===== src/rtl/serial_eeprom_target_pkg.sv =====
package serial_eeprom_target_pkg;

  typedef enum logic [2:0] {
    PG_NONE  = 3'd0,
    PG_WRITE = 3'd1,
    PG_ERASE = 3'd2,
    PG_ERAL  = 3'd3,
    PG_WRAL  = 3'd4
  } progOp_e;

  typedef enum logic [2:0] {
    S_IDLE = 3'd0,
    S_HDR  = 3'd1,
    S_DATA = 3'd2,
    S_READ = 3'd3,
    S_HOLD = 3'd4
  } frameSt_e;

  typedef struct packed {
    logic    shiftHdr;
    logic    shiftData;
    logic    loadRead;
    logic    stepRead;
    logic    progReq;
    progOp_e progOp;
  } mwStrobe_t;

endpackage


===== src/rtl/serial_eeprom_target_ctrl.sv =====
module serial_eeprom_target_ctrl
  import serial_eeprom_target_pkg::*;
#(
  parameter int ADDR_W = 6,
  parameter int WIDTH  = 16
) (
  input  logic      clk,
  input  logic      rstN,
  input  logic      chipSel,
  input  logic      serClk,
  input  logic      serIn,
  input  logic      orgWide,
  input  logic      busy,
  input  logic [1:0] opNext,
  input  logic [1:0] subNext,
  output mwStrobe_t stb,
  output logic      statusArm,
  output logic      readDrive,
  output logic      wenFlag
);
  localparam int CNT_W = $clog2(WIDTH + ADDR_W + 4);

  frameSt_e state, stateN;
  progOp_e  pend, pendN;
  logic [CNT_W-1:0] cnt, cntN;
  logic armN, wenN;
  logic skPrev, csPrev;
  logic skRise, csFall;
  logic [CNT_W-1:0] hdrLast, dataLast;

  assign skRise   = chipSel & serClk & ~skPrev;
  assign csFall   = csPrev & ~chipSel;
  assign hdrLast  = orgWide ? CNT_W'(ADDR_W + 1) : CNT_W'(ADDR_W + 2);
  assign dataLast = orgWide ? CNT_W'(WIDTH - 1) : CNT_W'(WIDTH / 2 - 1);
  assign readDrive = (state == S_READ);

  always_comb begin
    stateN = state;
    cntN   = cnt;
    pendN  = pend;
    armN   = statusArm;
    wenN   = wenFlag;
    stb    = '0;
    if (!chipSel) begin
      stateN = S_IDLE;
      cntN   = '0;
      pendN  = PG_NONE;
      if (csFall && state == S_HOLD && pend != PG_NONE) begin
        stb.progReq = 1'b1;
        stb.progOp  = pend;
        armN        = 1'b1;
      end
    end else if (skRise) begin
      case (state)
        S_IDLE: begin
          if (!busy && serIn) begin
            if (statusArm) armN = 1'b0;
            else begin
              stateN = S_HDR;
              cntN   = '0;
            end
          end
        end
        S_HDR: begin
          stb.shiftHdr = 1'b1;
          cntN = cnt + 1'b1;
          if (cnt == hdrLast) begin
            cntN   = '0;
            stateN = S_HOLD;
            case (opNext)
              2'b10: begin
                stb.loadRead = 1'b1;
                stateN = S_READ;
              end
              2'b01: if (wenFlag) begin
                pendN  = PG_WRITE;
                stateN = S_DATA;
              end
              2'b11: if (wenFlag) pendN = PG_ERASE;
              default: begin
                case (subNext)
                  2'b11: wenN = 1'b1;
                  2'b00: wenN = 1'b0;
                  2'b10: if (wenFlag) pendN = PG_ERAL;
                  default: if (wenFlag) begin
                    pendN  = PG_WRAL;
                    stateN = S_DATA;
                  end
                endcase
              end
            endcase
          end
        end
        S_DATA: begin
          stb.shiftData = 1'b1;
          cntN = cnt + 1'b1;
          if (cnt == dataLast) begin
            cntN   = '0;
            stateN = S_HOLD;
          end
        end
        S_READ: stb.stepRead = 1'b1;
        default: ;
      endcase
    end
  end

  always_ff @(posedge clk or negedge rstN) begin
    if (!rstN) begin
      state     <= S_IDLE;
      cnt       <= '0;
      pend      <= PG_NONE;
      statusArm <= 1'b0;
      wenFlag   <= 1'b0;
      skPrev    <= 1'b0;
      csPrev    <= 1'b0;
    end else begin
      state     <= stateN;
      cnt       <= cntN;
      pend      <= pendN;
      statusArm <= armN;
      wenFlag   <= wenN;
      skPrev    <= serClk;
      csPrev    <= chipSel;
    end
  end

endmodule


===== src/rtl/serial_eeprom_target_datapath.sv =====
module serial_eeprom_target_datapath
  import serial_eeprom_target_pkg::*;
#(
  parameter int WORDS = 64,
  parameter int WIDTH = 16
) (
  input  logic       clk,
  input  logic       rstN,
  input  logic       orgWide,
  input  logic       serIn,
  input  mwStrobe_t  stb,
  input  logic       commit,
  output logic [1:0] opNext,
  output logic [1:0] subNext,
  output logic       rdBit
);
  localparam int ADDR_W  = $clog2(WORDS);
  localparam int BADDR_W = ADDR_W + 1;
  localparam int HALF    = WIDTH / 2;
  localparam int HDR_W   = BADDR_W + 2;
  localparam int BIT_W   = $clog2(WIDTH);

  logic [WIDTH-1:0]   mem [WORDS];
  logic [HDR_W-1:0]   hdrSh, hdrNext;
  logic [BADDR_W-1:0] addrNext, cmdAddr, rdPtr;
  logic [WIDTH-1:0]   dataSh;
  progOp_e            pOp;
  logic               pOrg;
  logic [BIT_W-1:0]   bitIdx, topBit;
  logic [ADDR_W-1:0]  progIx, rdIx, wIncr;
  logic [WIDTH-1:0]   rdWord, rdData, fillVal;

  assign hdrNext  = {hdrSh[HDR_W-2:0], serIn};
  assign addrNext = orgWide ? BADDR_W'(hdrNext[ADDR_W-1:0]) : hdrNext[BADDR_W-1:0];
  assign opNext   = orgWide ? hdrNext[ADDR_W+1:ADDR_W] : hdrNext[BADDR_W+1:BADDR_W];
  assign subNext  = orgWide ? hdrNext[ADDR_W-1:ADDR_W-2] : hdrNext[BADDR_W-1:BADDR_W-2];

  assign progIx  = pOrg ? cmdAddr[ADDR_W-1:0] : cmdAddr[BADDR_W-1:1];
  assign fillVal = (pOp == PG_WRITE || pOp == PG_WRAL) ? dataSh : '1;

  assign rdIx   = orgWide ? rdPtr[ADDR_W-1:0] : rdPtr[BADDR_W-1:1];
  assign rdWord = mem[rdIx];
  assign rdData = orgWide ? rdWord :
                  (rdPtr[0] ? WIDTH'(rdWord[WIDTH-1:HALF]) : WIDTH'(rdWord[HALF-1:0]));
  assign topBit = orgWide ? BIT_W'(WIDTH - 1) : BIT_W'(HALF - 1);
  assign wIncr  = rdPtr[ADDR_W-1:0] + 1'b1;

  always_ff @(posedge clk or negedge rstN) begin
    if (!rstN) begin
      hdrSh   <= '0;
      cmdAddr <= '0;
      dataSh  <= '0;
      pOp     <= PG_NONE;
      pOrg    <= 1'b1;
    end else begin
      if (stb.shiftHdr) begin
        hdrSh   <= hdrNext;
        cmdAddr <= addrNext;
      end
      if (stb.shiftData) dataSh <= {dataSh[WIDTH-2:0], serIn};
      if (stb.progReq) begin
        pOp  <= stb.progOp;
        pOrg <= orgWide;
      end
    end
  end

  always_ff @(posedge clk or negedge rstN) begin
    if (!rstN) begin
      for (int i = 0; i < WORDS; i++) mem[i] <= '1;
    end else if (commit) begin
      case (pOp)
        PG_WRITE, PG_ERASE: begin
          if (pOrg) mem[progIx] <= fillVal;
          else if (cmdAddr[0]) mem[progIx][WIDTH-1:HALF] <= fillVal[HALF-1:0];
          else mem[progIx][HALF-1:0] <= fillVal[HALF-1:0];
        end
        PG_ERAL: for (int i = 0; i < WORDS; i++) mem[i] <= '1;
        PG_WRAL: for (int i = 0; i < WORDS; i++)
          mem[i] <= pOrg ? dataSh : {2{dataSh[HALF-1:0]}};
        default: ;
      endcase
    end
  end

  always_ff @(posedge clk or negedge rstN) begin
    if (!rstN) begin
      rdBit  <= 1'b0;
      rdPtr  <= '0;
      bitIdx <= '0;
    end else if (stb.loadRead) begin
      rdBit  <= 1'b0;
      rdPtr  <= addrNext;
      bitIdx <= topBit;
    end else if (stb.stepRead) begin
      rdBit <= rdData[bitIdx];
      if (bitIdx == '0) begin
        bitIdx <= topBit;
        rdPtr  <= orgWide ? {1'b0, wIncr} : rdPtr + 1'b1;
      end else begin
        bitIdx <= bitIdx - 1'b1;
      end
    end
  end

endmodule


===== src/rtl/serial_eeprom_target_progtimer.sv =====
module serial_eeprom_target_progtimer #(
  parameter int PROG_CYCLES = 200
) (
  input  logic clk,
  input  logic rstN,
  input  logic start,
  output logic busy,
  output logic done
);
  localparam int CW = $clog2(PROG_CYCLES + 1);

  logic [CW-1:0] remain;

  assign done = busy && (remain == '0);

  always_ff @(posedge clk or negedge rstN) begin
    if (!rstN) begin
      busy   <= 1'b0;
      remain <= '0;
    end else if (start && !busy) begin
      busy   <= 1'b1;
      remain <= CW'(PROG_CYCLES - 1);
    end else if (busy) begin
      if (remain == '0) busy <= 1'b0;
      else remain <= remain - 1'b1;
    end
  end

endmodule


===== src/rtl/serial_eeprom_target.sv =====
module serial_eeprom_target
  import serial_eeprom_target_pkg::*;
#(
  parameter int WORDS       = 64,
  parameter int WIDTH       = 16,
  parameter int PROG_CYCLES = 200
) (
  input  logic clk,
  input  logic rstN,
  input  logic chipSel,
  input  logic serClk,
  input  logic serIn,
  input  logic orgWide,
  output logic serOut,
  output logic serOutEn
);
  localparam int ADDR_W = $clog2(WORDS);

  mwStrobe_t  stb;
  logic [1:0] opNext, subNext;
  logic       statusArm, readDrive, wenFlag;
  logic       busy, commit, rdBit, progReq;

  assign progReq  = stb.progReq;
  assign serOutEn = chipSel & (statusArm | readDrive);
  assign serOut   = serOutEn & (statusArm ? ~busy : rdBit);

  serial_eeprom_target_ctrl #(.ADDR_W(ADDR_W), .WIDTH(WIDTH)) u_ctrl (
    .clk(clk), .rstN(rstN), .chipSel(chipSel), .serClk(serClk), .serIn(serIn),
    .orgWide(orgWide), .busy(busy), .opNext(opNext), .subNext(subNext),
    .stb(stb), .statusArm(statusArm), .readDrive(readDrive), .wenFlag(wenFlag)
  );

  serial_eeprom_target_datapath #(.WORDS(WORDS), .WIDTH(WIDTH)) u_dp (
    .clk(clk), .rstN(rstN), .orgWide(orgWide), .serIn(serIn), .stb(stb),
    .commit(commit), .opNext(opNext), .subNext(subNext), .rdBit(rdBit)
  );

  serial_eeprom_target_progtimer #(.PROG_CYCLES(PROG_CYCLES)) u_timer (
    .clk(clk), .rstN(rstN), .start(progReq), .busy(busy), .done(commit)
  );

endmodule


===== config.mk =====
export PLATFORM = sky130hd
export DESIGN_NAME = serial_eeprom_target
export DESIGN_NICKNAME = d
export VERILOG_FILES = /design/src/rtl/serial_eeprom_target_pkg.sv /design/src/rtl/serial_eeprom_target_ctrl.sv /design/src/rtl/serial_eeprom_target_datapath.sv /design/src/rtl/serial_eeprom_target_progtimer.sv /design/src/rtl/serial_eeprom_target.sv
export SDC_FILE = /design/constraint.sdc
export NUM_CORES = 2
export LEC_CHECK = 0
export ABC_AREA = 1
export ABC_CLOCK_PERIOD_IN_PS = 6400
export BUFFER_PORTS_ARGS = -buffer_cell sky130_fd_sc_hd__clkbuf_2
export CORE_MARGIN = 4
export CORE_UTILIZATION = 30
export DETAILED_ROUTE_END_ITERATION = 7
export PLACE_DENSITY = 0.49
export SYNTH_ARGS = -nofsm -noshare
export SYNTH_HDL_FRONTEND = slang
export SYNTH_SLANG_ARGS = --single-unit
export TNS_END_PERCENT = 100

===== constraint.sdc =====
create_clock -name clk -period 6.4 [get_ports clk]
set_input_delay 0.64 -clock clk [delete_from_list [all_inputs] [get_ports clk]]
set_output_delay 0.64 -clock clk [all_outputs]
set_load 0.01 [all_outputs]

; ---- Word level (Yosys, flattened, before mapping)
; Index checks and enable logic that the tools add are counted.
[op_classes]
addsub = 5
order_cmp = 4
n_eq_ne = 29
n_mux = 88
n_bitwise = 12
n_reduce_logical = 31
[ops]
columns = cell, n
row1 = $bwmux W1024, 3
row2 = $pmux W1024 S3, 1
row3 = $mux W1024, 2
row4 = $demux W16 S6, 3
row5 = $mux W16, 7
row6 = $bmux W16 S6, 1
row7 = $mux W3, 16
row8 = $mux W4, 10
row9 = $mux W8, 5
row10 = $mux W7, 5
row11 = $mux W5, 6
row12 = $pmux W3 S3, 3
row13 = $mux W1, 18
row14 = $reduce_and A6 Y1, 3
row15 = $pmux W5 S3, 1
row16 = $ge A7 B7 Y1 const B, 2
row17 = $not A6 Y7, 2
row18 = $eq A3 B2 Y1 const B, 4
row19 = $mux W6, 2
row20 = $ne A2 B1 Y1 const B, 6
row21 = $eq A5 B5 Y1, 2
row22 = $reduce_bool A2 Y1, 5
row23 = $ne A3 B2 Y1 const B, 3
row24 = $eq A2 B2 Y1 const B, 4
row25 = 33 further kinds, 55
[word_totals]
reg_bits = 1095
in_bits = 6
out_inout_bits = 2
word_cells = 250

; ---- Depth between registers and ports, before layout
[logic_depth]
ltp_word = 11
ltp_mapped = 23
ltp_nobuf = 19

; ---- Modules after synthesis
; Synthesis repeated with hierarchy kept, for this count alone.
[hier_totals]
cells_unflattened = 8326
hier_area_um2 = 62510.0
[modules_own_cells]
columns = mod, instances, cells_per_inst, area_per_inst_um2, seq_area_each_um2
row1 = serial_eeprom_target_datapath, 1, 8066, 60765.8, 27933.0
row2 = serial_eeprom_target_ctrl, 1, 176, 1108.6, 375.4
row3 = serial_eeprom_target_progtimer, 1, 79, 614.3, 225.2
row4 = serial_eeprom_target, 1, 5, 21.3, 0.0

; ---- Least setup slack after synthesis
; Ideal clock, no wire load.
[synth_path]
kind = input to register
startpoint = in orgWide
endpoint = reg u_dp.rdBit
setup_time_ns = 0.116
arrival_ns = 2.482
t_required_ns = 6.284
slack_ns = 3.801
stages = 19
n_path_buf = 4
path_cell_list = buf_4 buf_4 nand2_1 o21ai_1 buf_2 buf_1 o211ai_1 nand3_1 nand3_1 nand3_1 nand3_1 nand3_1 nand3_1 nand3_1 nand3_1 nand2_1 nand2_1 nand2_1 nand2_1
[synth_between]
elab_chain_len = 11
word_cells_on_any_way = 21
classes_between = eq/ne (2) / mux (17) / bitwise (1) / reduce/logical (1)
[synth_lines]
columns = element, line_no
row1 = from (decl), serial_eeprom_target.sv:13  ; input logic orgWide,
row2 = $mux W6, serial_eeprom_target_datapath.sv:41  ; assign rdIx = orgWide ? rdPtr[ADDR_W-1:0] : rdPtr[BADDR_W-1:1];
row3 = $not A6 Y7 (implied by the code), serial_eeprom_target_datapath.sv:42  ; assign rdWord = mem[rdIx];
row4 = $bmux W16 S6, serial_eeprom_target_datapath.sv:42
row5 = $mux W16 (implied by the code) (2 in a row), serial_eeprom_target_datapath.sv:42
row6 = $mux W8, serial_eeprom_target_datapath.sv:44  ; (rdPtr[0] ? WIDTH'(rdWord[WIDTH-1:HALF]) : WIDTH'(rdWord[HALF-1:0]));
row7 = $mux W16, serial_eeprom_target_datapath.sv:43  ; assign rdData = orgWide ? rdWord :
row8 = $bmux W1 S4, serial_eeprom_target_datapath.sv:96  ; rdBit <= rdData[bitIdx];
row9 = $mux W1 (implied by the code), serial_eeprom_target_datapath.sv:96
row10 = $mux W1, serial_eeprom_target_datapath.sv:95  ; end else if (stb.stepRead) begin
row11 = $mux W1, serial_eeprom_target_datapath.sv:91  ; end else if (stb.loadRead) begin
row12 = to (signal assigned), serial_eeprom_target_datapath.sv:96
row13 = to (decl), serial_eeprom_target_datapath.sv:15  ; output logic rdBit
; Several ways; a longest one is shown, not always the timed one. The select of a mux whose other input is x is not followed.
; A chain may end at the register's enable or synchronous reset.

==> results.toml <==
[synthesis]
postSynthAreaPerCell_sq_um = 7.66
postSynthCellCount = 8431
ys_seq_area_share_pct = 44.2
yosys_warnings = 0
ys_types = 37
synth_area_sq_mm = 0.0646
synth_nets = 8445
ys_ff_latch = 1089

[cells_and_area]
layout-drive-gt1-share_pct = 24.3
layout.nets = 8033
post-route-util_pct = 33.4
stdcell_area_sq_mm = 0.0715
area_growth_syn_to_layout_pct = 10.7
final_cell_mix = "1722 x nand2_1, 1388 x a21oi_1, 1142 x nand3_1, 1025 x dfstp_2, 693 x nor2_1"
final_common_cell = "nand2_1"

[drt]
drc = 0
drt_iter0_drc = 5469
ant_nets = 0
num_vias = 59800
drt-pass1-iter-count = 6
vias_per_cell = 5.46
routedWlPerCell_microns = 22.5
totalWireLength_microns = 247000

[floorplan]
dieArea_sq_mm = 0.223
coreArea_sq_mm = 0.214
row_count = 170
die_x_microns = 472
floorplan.initialDensity_pct = 30.1
die_y_microns = 472
ioPinCount = 8

[clock_tree]
cts_root_buf = "clkbuf_16"
post_cts_resized = 0
clkSinkCount = 1089
cts_max_path_buffers = 3
clkTransAtPathRegs_ns = 0.06
numCtsBuffers = 134
cts_htree_levels = 4
cts_tree = "done"
clk-insertion-delay-late_ns = 0.78

[worst_setup_path]
critical-path-top-delay-family = "compound AO/OA/AOI/OAI gates"
worstSetupStartpointType = "register"
path_buf_inv = 3
cp.required_ns = 7.10
end_kind = "register"
worstPathArrival_ns = 5.04
cpPeakStageDelay_ns = 1.17
slowest_stage = "a211oi_4"
path_max_fanout = 126
worstPathCellList = "nor3_4, inv_2, nand2_4, inv_8, a211oi_4, buf_12, mux2_2"
critPathKind = "register to register"

[sta]
min_period_ns = 4.34
fin_setup_tns_ns = 0
finalSetupViolCount = 0
rsz0062_at_grt = "no"
final-hold-violation-count = 0
fmax_mhz = 230
relSlewSlack_pct = 11.1
finalMaxSlewViolations = 0
skew_ns = 0.0248
finalCritPeriodShare_pct = 67.8
worst_slew_pin_slew_ns = 1.33

[status]
status = "finished clean"

[pwr]
p_int_mw = 12.1
irDropWorstVdd_v = 0.000216
combPwrFrac_pct = 17.6
clock_power_share_pct = 43.0
p_seq_share_pct = 39.4
power.net_switching_mw = 5.80
powerDensity_mw_per_mm2 = 251
p_leak_nw = 26.1
netSwitchingFraction_pct = 32.3

[place]
hpwl_microns = 142000
placed_area_sq_mm = 0.0671
io_buffers = 7
gp_congestion = 0.868

[global_route]
grt_pass1_vias = 58300
grt_pass1_wl_microns = 375000
grt_max_degree = 150
antenna_found_initial = 0
track_usage_pct = 21.5
grt_overflow = 0

[run]
cap_violations = 0

[min_path]
hold_path_class = "primary input to register"
## power groups by stage
stage | clock, mW | combinational (mW) | sequential, mW
5_1_grt | 8.17 | 3.43 | 7.07
3_5_place_dp | 0 | 3.12 | 7.16
6_report | 7.72 | 3.16 | 7.06
3_3_place_gp | 0 | 3.09 | 7.16
2_1_floorplan | 0 | 1.81 | 7.12
4_1_cts | 7.89 | 3.13 | 7.06
## through the flow
step           std cells  setup WS (ns)  power, mW  hold WS (ns)
2_1_floorplan       8431           3.80       8.93         0.344
3_3_place_gp       10700           1.73       10.2         0.459
3_5_place_dp       10700           1.74       10.3         0.469
4_1_cts            11000           2.13       18.1        0.0866
5_1_grt            11000           1.83       18.7         0.119
6_report           11000           2.06       17.9         0.144
## worst reg2reg max path: stages (launching register included)
cell      delay [ns]
dfrtp_1         0.44
nor3_4          0.51
inv_2           0.25
nand2_4         0.36
inv_8           0.30
a211oi_4        1.26
buf_12          0.54
mux2_2          0.63
## path summary, 6_finish.rpt
| check | start | to | slack [ns] | cells past startpoint |
|---|---|---|---|---|
| max | u_dp.pOp[2] | register | 2.06 | 7 |
| min | chipSel | u_ctrl.csPrev | 0.14 | 1 |
| max reg2reg | u_dp.pOp[2] | register | 2.06 | 7 |
| min reg2reg | u_ctrl.pend[1] | u_dp.pOp[1] | 0.47 | 2 |
| max in group asynchronous | rstN | asynchronous set/reset pin | 4.94 | 3 |
| min in group asynchronous | rstN | asynchronous set/reset pin | 0.29 | 1 |
## logic make-up (layout without fill, tap and decap cells)
| logic type | after synthesis | after routing | synth area share [%] |
|---|---|---|---|
| simple gates | 3616 | 3616 | 23.4 |
| fa+ha+maj | 8 | 8 | 0.155 |
| xor+xnor | 6 | 6 | 0.0813 |
| other cells | 0 | 1 | 0 |
| flops | 1089 | 1089 | 44.2 |
| buf+inv | 1022 | 714 | 6.50 |
| mux | 416 | 416 | 7.25 |
| compound gates | 2274 | 2274 | 18.5 |
## layer usage
layer	track usage (%)	vias to the layer above	part of all wire [%]
met5	0	-	0
met4	7.04	0	3.2
met3	3.63	421	6.5
met2	33.9	1993	45
met1	30.0	29600	45
li1	-	27900	-
## synthesized netlist by cell type
master	number	area [sq um]
nand4_1	6	37.5
mux2_2	415	4670
ha_1	8	100
buf_1	87	327
o2111ai_1	1	8.76
nand3_1	1142	5720
o211ai_2	5	62.6
inv_1	271	1020
nor4_1	4	25.0
clkbuf_1	376	1410
nor2_1	707	2650
a211oi_1	4	30.0
a32oi_1	1	8.76
o32ai_1	3	26.3
a21oi_1	1390	6960
o2111ai_4	1	26.3
dfrtp_1	64	1600
o21ai_0	688	3440
dfstp_2	1025	26900
buf_6	1	11.3
clkinv_1	5	18.8
o211ai_1	52	390
a21oi_4	5	81.3
buf_4	11	82.6
nor2_2	17	106
nor3_4	1	16.3
inv_2	20	75.1
xnor2_1	1	8.76
a31oi_1	59	369
nor3_1	11	55.1
a21oi_2	53	464
o21ai_1	10	50.1
o21ai_2	2	17.5
xor2_1	5	43.8
buf_2	251	1260
nand2_1	1728	6490
mux2i_1	1	10.0
## area by class of cell
class / count / area, sq um
clock inverter: 35 / 263
inverter: 296 / 1120
multi-input combinational: 6320 / 32100
timing repair buffer: 178 / 1790
sequential: 1089 / 28500
fill: 22600 / 143000
antenna: 1 / 2.50
clock buffer: 205 / 4110
tap: 2838 / 3550
## timing repair
action                                 CTS  global route
buffers inserted                         0             0
hold buffers                             1             0
endpoints found under the hold margin    1             0
(Power assumes the default switching activity.)
